<file path="src/rtl/rxq_pkg.sv">
package rxq_pkg;

  // byte-valid tag of a FIFO entry
  typedef enum logic [1:0] {
    TAG_NONE = 2'b00,   // nothing valid, skipped
    TAG_LO   = 2'b01,   // only bits 7:0 valid
    TAG_STAT = 2'b10,   // end-of-frame status word
    TAG_BOTH = 2'b11    // both bytes valid
  } rxq_tag_e;

  typedef struct packed {
    logic good;
    logic bad;
    logic ovf;
  } rxq_stat_t;

  localparam int STAT_GOOD_BIT = 15;
  localparam int STAT_BAD_BIT  = 14;
  localparam int STAT_OVF_BIT  = 13;

endpackage

</file>
<file path="src/rtl/rxq_entry_decode.sv">
module rxq_entry_decode
  import rxq_pkg::*;
(
  input  logic        ack,
  input  logic        err,
  input  logic [15:0] data,
  input  logic [1:0]  tag,
  output logic [1:0]  byte_cnt,
  output logic [7:0]  byte_lo,
  output logic [7:0]  byte_hi,
  output logic        is_stat,
  output rxq_stat_t   stat
);

  logic     take;
  rxq_tag_e tag_e;

  assign take  = ack & ~err;
  assign tag_e = rxq_tag_e'(tag);

  always_comb begin
    byte_cnt = 2'd0;
    is_stat  = 1'b0;
    if (take) begin
      case (tag_e)
        TAG_LO:   byte_cnt = 2'd1;
        TAG_BOTH: byte_cnt = 2'd2;
        TAG_STAT: is_stat  = 1'b1;
        default:  byte_cnt = 2'd0;
      endcase
    end
  end

  assign byte_lo   = data[7:0];
  assign byte_hi   = data[15:8];
  assign stat.good = data[STAT_GOOD_BIT];
  assign stat.bad  = data[STAT_BAD_BIT];
  assign stat.ovf  = data[STAT_OVF_BIT];

endmodule

</file>
<file path="src/rtl/rxq_rd_issue.sv">
module rxq_rd_issue (
  input  logic clk,
  input  logic rst,
  input  logic want,
  output logic req,
  output logic pend
);

  assign req = want & ~pend & ~rst;

  always_ff @(posedge clk) begin
    if (rst) pend <= 1'b0;
    else     pend <= req;
  end

endmodule

</file>
<file path="src/rtl/rxq_byte_ram.sv">
module rxq_byte_ram #(
  parameter int DEPTH = 16,
  localparam int AW   = $clog2(DEPTH)
) (
  input  logic          clk,
  input  logic          we_a,
  input  logic [AW-1:0] addr_a,
  input  logic [7:0]    din_a,
  input  logic          we_b,
  input  logic [AW-1:0] addr_b,
  input  logic [7:0]    din_b,
  input  logic [AW-1:0] raddr,
  output logic [7:0]    dout
);

  logic [7:0] mem [DEPTH];

  always_ff @(posedge clk) begin
    if (we_a) mem[addr_a] <= din_a;
    if (we_b) mem[addr_b] <= din_b;
  end

  assign dout = mem[raddr];

endmodule

</file>
<file path="src/rtl/rxq_unpacker.sv">
module rxq_unpacker
  import rxq_pkg::*;
#(
  parameter int BUF_BYTES = 16
) (
  input  logic        clk,
  input  logic        rst,
  input  logic        drop_bad_mode,
  output logic        fifo_rd_req,
  input  logic        fifo_rd_ack,
  input  logic        fifo_rd_err,
  input  logic [15:0] fifo_rd_data,
  input  logic [1:0]  fifo_rd_tag,
  output logic        out_valid,
  input  logic        out_ready,
  output logic [7:0]  out_byte,
  output logic        out_sof,
  output logic        out_eof,
  output logic        out_zlen,
  output logic        out_good,
  output logic        out_bad,
  output logic        out_ovf
);

  localparam int AW = $clog2(BUF_BYTES);
  localparam int PW = AW + 1;
  localparam logic [PW-1:0] CAP = PW'(BUF_BYTES);

  // pointers carry one wrap bit above the address
  logic [PW-1:0] wr_p, rd_p, rel_p;
  logic [PW-1:0] occ, free_sl;
  logic          closed, fr_any, drop_cur, spill, sof_pend;
  rxq_stat_t     st_q;

  logic          pend, want, holding, spill_go, take_beat;
  logic [1:0]    byte_cnt;
  logic [7:0]    byte_lo, byte_hi, ram_q;
  logic          is_stat;
  rxq_stat_t     stat_in;
  logic [PW-1:0] wr_next;

  rxq_entry_decode u_dec (
    .ack      (fifo_rd_ack),
    .err      (fifo_rd_err),
    .data     (fifo_rd_data),
    .tag      (fifo_rd_tag),
    .byte_cnt (byte_cnt),
    .byte_lo  (byte_lo),
    .byte_hi  (byte_hi),
    .is_stat  (is_stat),
    .stat     (stat_in)
  );

  rxq_rd_issue u_issue (
    .clk  (clk),
    .rst  (rst),
    .want (want),
    .req  (fifo_rd_req),
    .pend (pend)
  );

  rxq_byte_ram #(.DEPTH(BUF_BYTES)) u_ram (
    .clk    (clk),
    .we_a   (byte_cnt != 2'd0),
    .addr_a (wr_p[AW-1:0]),
    .din_a  (byte_lo),
    .we_b   (byte_cnt == 2'd2),
    .addr_b (wr_p[AW-1:0] + AW'(1)),
    .din_b  (byte_hi),
    .raddr  (rd_p[AW-1:0]),
    .dout   (ram_q)
  );

  assign occ     = wr_p - rd_p;
  assign free_sl = CAP - occ;
  assign wr_next = wr_p + PW'(byte_cnt);

  // frame is being held whole until its status is known
  assign holding = drop_cur & ~spill;

  // read only when the previous frame is fully drained; streaming
  // frames also wait until every released byte is taken
  assign want = ~closed & (holding ? (free_sl >= PW'(2)) : (rel_p == rd_p));

  // a held frame that no longer fits falls back to streaming
  assign spill_go = holding & ~closed & ~pend & fr_any & (free_sl < PW'(2));

  // output beat
  assign out_valid = (rd_p != rel_p) | closed;
  assign out_zlen  = closed & (rd_p == rel_p);
  assign out_eof   = out_zlen | (closed & ((rel_p - rd_p) == PW'(1)));
  assign out_sof   = sof_pend & out_valid;
  assign out_byte  = out_zlen ? 8'h00 : ram_q;
  assign out_good  = out_eof & st_q.good;
  assign out_bad   = out_eof & st_q.bad;
  assign out_ovf   = out_eof & st_q.ovf;
  assign take_beat = out_valid & out_ready;

  always_ff @(posedge clk) begin
    if (rst) begin
      wr_p     <= '0;
      rd_p     <= '0;
      rel_p    <= '0;
      closed   <= 1'b0;
      fr_any   <= 1'b0;
      drop_cur <= 1'b0;
      spill    <= 1'b0;
      sof_pend <= 1'b1;
      st_q     <= '0;
    end else begin
      if (take_beat) begin
        if (!out_zlen) rd_p <= rd_p + PW'(1);
        if (out_eof)   closed <= 1'b0;
        sof_pend <= out_eof;
      end

      if (!fr_any && !closed && !pend) drop_cur <= drop_bad_mode;

      if (spill_go) begin
        spill <= 1'b1;
        rel_p <= wr_p - PW'(1);
      end

      if (byte_cnt != 2'd0) begin
        wr_p   <= wr_next;
        fr_any <= 1'b1;
        if (!holding) rel_p <= wr_next - PW'(1);
      end

      if (is_stat) begin
        fr_any <= 1'b0;
        spill  <= 1'b0;
        st_q   <= stat_in;
        if (holding && (stat_in.bad || stat_in.ovf)) begin
          wr_p <= rel_p;
        end else begin
          rel_p  <= wr_p;
          closed <= 1'b1;
        end
      end
    end
  end

endmodule

</file>
<file path="config.mk">
export PLATFORM = sky130hd
export DESIGN_NAME = rxq_unpacker
export DESIGN_NICKNAME = d
export VERILOG_FILES = /design/src/rtl/rxq_pkg.sv /design/src/rtl/rxq_entry_decode.sv /design/src/rtl/rxq_rd_issue.sv /design/src/rtl/rxq_byte_ram.sv /design/src/rtl/rxq_unpacker.sv
export SDC_FILE = /design/constraint.sdc
export NUM_CORES = 1
export LEC_CHECK = 0
export ABC_AREA = 1
export CELL_PAD_IN_SITES_DETAIL_PLACEMENT = 1
export CELL_PAD_IN_SITES_GLOBAL_PLACEMENT = 1
export CORE_UTILIZATION = 46
export DETAILED_ROUTE_END_ITERATION = 10
export PLACE_DENSITY = 0.9
export SETUP_SLACK_MARGIN = 0.1
export SYNTH_ARGS = -nofsm -noshare
export SYNTH_HDL_FRONTEND = slang
export SYNTH_HIERARCHICAL = 1
export SYNTH_SLANG_ARGS = --single-unit
</file>
<file path="constraint.sdc">
create_clock -name clk -period 4.1 [get_ports clk]
set_input_delay 0.82 -clock clk [delete_from_list [all_inputs] [get_ports clk]]
set_output_delay 0.82 -clock clk [all_outputs]
set_load 0.01 [all_outputs]
</file>
# Word-level counts from Yosys, hierarchy flattened
# Memories as Yosys holds them, arrays and structs flattened. A register that Yosys moved wholly into a read port is not among the register bits.
# Cells that the tools add are included.
classes:
  n_eq_ne: 8
  n_reduce_logical: 10
  magnitude_cmp: 2
  mux: 24
  n_mul: 0
  add_sub_neg: 8
  bitwise_logic: 24
  shifts: 0
  div_mod_pow: 0
op_table:
  columns: ["cell", "n"]
  rows:
  - ["$mux 5", 8]
  - ["$and 1x1->1", 16]
  - ["$mux 1", 11]
  - ["$eq 5x5->1", 2]
  - ["$sub 5x1->5 const B", 2]
  - ["$sub 5x5->5", 2]
  - ["$mux 4", 2]
  - ["$mux 8", 1]
  - ["$eq 2x2->1 const B", 3]
  - ["$not 1->1", 6]
  - ["$add 5x1->5 const B", 1]
  - ["$add 5x2->5", 1]
  - ["$eq 5x1->1 const B", 1]
  - ["$ge 5x2->1 const B", 1]
  - ["$lt 5x2->1 const B", 1]
  - ["$ne 5x5->1", 1]
  - ["$sub 5x5->5 const A", 1]
  - ["$add 4x1->4 const B", 1]
  - ["$pmux 2 s2", 1]
  - ["$logic_and 1x1->1", 3]
  - ["$logic_not 1->1", 3]
  - ["$eq 2x1->1 const B", 1]
  - ["$mux 2", 1]
  - ["$or 1x1->1", 2]
  - ["4 further kinds", 4]
word_totals:
  mem_bits_ro: 0
  ff_bits: 24
  n_memories: 1
  latchBits: 0
  in_bits: 24
  output_inout_bits: 16
  ram_bits: 128
  wordCells: 89
memory_table:
  columns: ["name", "words", "width", "rd", "rd_clocked_by_memory_dff", "wr", "line_no", "source"]
  rows:
  - ["u_ram.mem", 16, 8, 1, 1, 2, "rxq_byte_ram.sv:16", "logic [7:0] mem [DEPTH];"]

# Longest topological paths before layout
logic_depth:
  ltp_word: 11
  depth_mapped: 16
  ltp_nobuf: 16

# By module
# The synthesis kept the hierarchy.
modules_own_cells:
  columns: ["mod", "seq_area_each_um2", "cells_each", "n_inst", "area_each_um2"]
  rows:
  - ["rxq_byte_ram", 3843.7, 886, 1, 7060.5]
  - ["rxq_unpacker", 460.4, 287, 1, 1946.9]
  - ["rxq_entry_decode", 0.0, 29, 1, 185.2]
  - ["rxq_rd_issue", 20.0, 5, 1, 35.0]

# Worst setup path before layout
# No wires, ideal clock.
synth_timing:
  kind: "register -> output"
  start: "register wr_p[1]"
  end: "output fifo_rd_req"
  path_stages_with_launch: 13
  setup_slack_ps: 880
  n_path_buf: 0
  arrival_ps: 2400
  t_required_ps: 3280
  cell_sequence: "dfxtp_1 inv_1 ha_1 ha_1 fa_1 nor2_1 nand2_1 nor2_1 nand2_2 nor2_8 a22oi_1 nand2_1 nor2_1"
synth_via:
  elab_chain_cells: 7
synth_rtl:
  columns: ["element", "line_no", "source"]
  rows:
  - ["from (decl)", "rxq_unpacker.sv:30", "logic [PW-1:0] wr_p, rd_p, rel_p;"]
  - ["from (signal assigned)", "rxq_unpacker.sv:125", "wr_p <= wr_next;"]
  - ["from (signal assigned)", "rxq_unpacker.sv:135", "wr_p <= rel_p;"]
  - ["$sub 5x5->5", "rxq_unpacker.sv:74", "assign occ = wr_p - rd_p;"]
  - ["$sub 5x5->5", "rxq_unpacker.sv:75", "assign free_sl = CAP - occ;"]
  - ["$ge 5x2->1", "rxq_unpacker.sv:83", "assign want = ~closed & (holding ? (free_sl >= PW'(2)) : (rel_p == rd_p));"]
  - ["$mux 1", "rxq_unpacker.sv:83", null]
  - ["$and 1x1->1", "rxq_unpacker.sv:83", null]
  - ["net want", "rxq_unpacker.sv:35", "logic pend, want, holding, spill_go, take_beat;"]
  - ["$and 1x1->1 (2 in a row)", "rxq_rd_issue.sv:9", "assign req = want & ~pend & ~rst;"]
  - ["to (decl)", "rxq_unpacker.sv:9", "output logic fifo_rd_req,"]
# The timed path passes the listed nets, and every way through them passes these cells.

# Worst setup path in the final report
# Ends and elaborated chain as after synthesis.

==> qor.txt <==
Status: finished clean
Fin. max-slew vios: 0
Peak supply drop: 0.3185 mV
RSZ-0062 raised after global routing: yes
Count leader, synth: nand2_1
Syn. warnings: 6
Number of global-route vias before repair: 9043
Hold Path End: st_q[1]
Initial antenna violation count: 0
Minimum hold slack: 0.4602 ns
Num CTS Buffers: 17
Slew @ Worst Pin: 1.390 ns
Initial Utilization: 47.10%
Setup slack, reg-to-reg: 1.18 ns
Synthesized instance count: 1207
Hold Crit Start: st_q[1]
Vias: 8769
Worst Path Required: 3.28 ns
CP arrival: 3.08 ns
Post-route minimum period: 3.900 ns
Sink Count: 152
Worst-case clock skew: 0.01269 ns
Worst r2r src: wr_p[0]
Post-synth EDFFs: 128
Sequential share of the synthesized area: 46.86%
DIE WIDTH: 143.6 microns
Area Growth Syn to Fin: 13.37%
Cell variety after synth: 36
Drt first pass iters: 5
Final ANT Viol Nets: 0
Post-DP HPWL: 20970 microns
Hold/Removal Path Class: flip-flop to flip-flop
Post-synth top flop: edfxtp_1
Period utilization: 95.12%
Final setup vio count: 0
Largest net degree at the start of global routing: 43
Post-synth top area share: 41.65%
Cell area after synthesis: 9228 sq um
FF-to-FF End: u_ram/mem[15][3]
Number of DRC markers in iteration 0: 820
Leading area contributor after synthesis: edfxtp_1
Worst path max stage delay: 0.49 ns
Filler cell count: 2426
WL per Instance: 22.57 microns
Via density per instance: 5.854
Share of post-route cells with drive strength above 1: 8.759%
Setup crit end kind: output port
Diodes inserted: 0
Setup CP Type: flip-flop to output port
Lkg Pwr: 4.702 nW
Clock root cell: clkbuf_16
Htree depth: 4
Num rows: 51
IO Pins: 40
Mapped Avg Cell Area: 7.645 sq um
Gr usage total: 34.46%
# hold bufs at CTS: 0
Rel. slew slack: 6.346%
CTS tree: done
Setup ws final: 0.2000 ns
RePlAce Congestion: 0.8928
Syn Nets: 1251
Pwr/cell area: 431.1 nW/um^2
Routed WL: 33810 microns
Later-pin clock latency in the skew report: 0.44 ns
Residual DRC: 0
Synth top area cells: edfxtp_1, nand2_1, o21ai_0, inv_1, nand3_1
Achievable Freq: 0.2564 GHz
Setup Total Neg Slack: 0 ns
Flops & latches, synth: 152
Synth cell count leaders: nand2_1, inv_1, o21ai_0
Clock transition at path regs: 0.07 ns
Port bufs: 39
Hold path cells: 2
Reg2Reg Depth: 8
Hold Violations, Final: 0
CP max-delay cell: fa_1
Post-synthesis async set-or-reset flop share: 0%
Max-cap violations: 0
CTS max path bufs: 2
GR Overflow Total: 0
Die height: 143.6 microns
Critical-path cell list: inv_2, ha_1, ha_1, fa_1, nor2_1, nand2_1, nor2_4, nand2_2, nor2_8, a22oi_1, nand2_1, nor2_1, dlygate4sd2_1
Max FO, Critical Path: 6
Dpl ws: 0.4104 ns
First-pass GRT wire length: 51410 microns
Layout Nets: 1264
Core Footprint: 19590 sq um
Startpoint types: flip-flop
Die area: 20630 sq um
metrics by stage:
| step | utilization [%] | power (mW) | cell area (sq um) | instances |
|---|---|---|---|---|
| global route | 53.40 | 4.663 | 10460 | 1498 |
| finish | 53.40 | 4.510 | 10460 | 1498 |
| global placement | 50.05 | 2.724 | 9806 | 1464 |
| CTS | 53.27 | 4.485 | 10440 | 1496 |
| detailed placement | 50.05 | 2.766 | 9806 | 1464 |
| floorplan | - | 2.403 | 9228 | 1207 |
worst max-delay path: cells and delay by family (launching register included):
kind / cells / cell delay, ns
DFF: 1 / 0.37
AOI/OAI and AO/OA: 1 / 0.09
adders and majority gates: 3 / 1.03
and+or+nand+nor: 7 / 0.78
buffers and inverters: 2 / 0.38
worst max path at each step:
stage | startpoint | endpoint | slack, ns
2_1_floorplan | wr_p[1] | fifo_rd_req | 0.88
3_3_place_gp | wr_p[1] | fifo_rd_req | 0.50
3_5_place_dp | fifo_rd_ack | u_ram/mem[0][5] | 0.41
4_1_cts | rd_p[0] | out_bad | 0.13
5_1_grt | rd_p[0] | out_bad | 0.09
6_report | wr_p[1] | fifo_rd_req | 0.20
routing by layer:
layer | wire, microns | GRT usage [%] | up-vias
met5 | 0 | 0 | -
met4 | 1978 | 20.66 | 0
met3 | 2576 | 7.564 | 138
met2 | 16670 | 59.63 | 499
met1 | 12590 | 38.88 | 4248
li1 | - | - | 3884
where the power goes:
group          leakage (nW)  internal, mW  total (mW)  switching (mW)
combinational          3.06         0.375        1.09           0.712
sequential             1.35          1.70        1.72          0.0231
clock                 0.296         0.971        1.70           0.730
cell families (layout without fill, tap and decap cells):
group                      after synthesis  in the layout  share of synthesized area (%)
and+or+nand+nor                        581            581                          27.47
buffers and inverters                  267            293                          12.04
AOI/OAI and AO/OA                      177            177                          9.722
DFF                                    152            152                          46.86
adders and majority gates               20             20                          2.956
xor gates and xnor gates                10             10                         0.9492
cell type report:
class	instances	area, sq um	area share, %
Clock buffer	17	425.4	4.066
Clock inverter	15	188.9	1.806
Inverter	190	719.4	6.877
Multi-Input combinational cell	788	3800	36.32
Sequential cell	152	4327	41.36
Tap cell	265	331.6	3.169
Timing Repair Buffer	71	669.4	6.399
sequential cells by signal (all words and copies together), names as in the netlist:
signal        flops
u_ram/mem       128
rd_p              5
rel_p             5
wr_p              5
st_q              3
closed            1
drop_cur          1
fr_any            1
sof_pend          1
spill             1
u_issue/pend      1
repair_timing:
action,CTS,global route
pin swaps,0,1
setup endpoints to repair,11,11
setup buffers,0,1
gates resized for setup,6,5
cell usage in the layout (no fill, tap or decap), drive strengths merged, types with 4 or more instances in the layout:
cell type      count
clkbuf            18
clkdlybuf4s50     38
a31oi              5
nand2            402
dfxtp             24
edfxtp           128
buf               31
xor2               7
nor3              12
o21ai            155
inv              195
nand3            127
clkinv             4
ha                17
nor2              36
a21oi             14
Note: power is estimated with default switching activity, not from simulation.
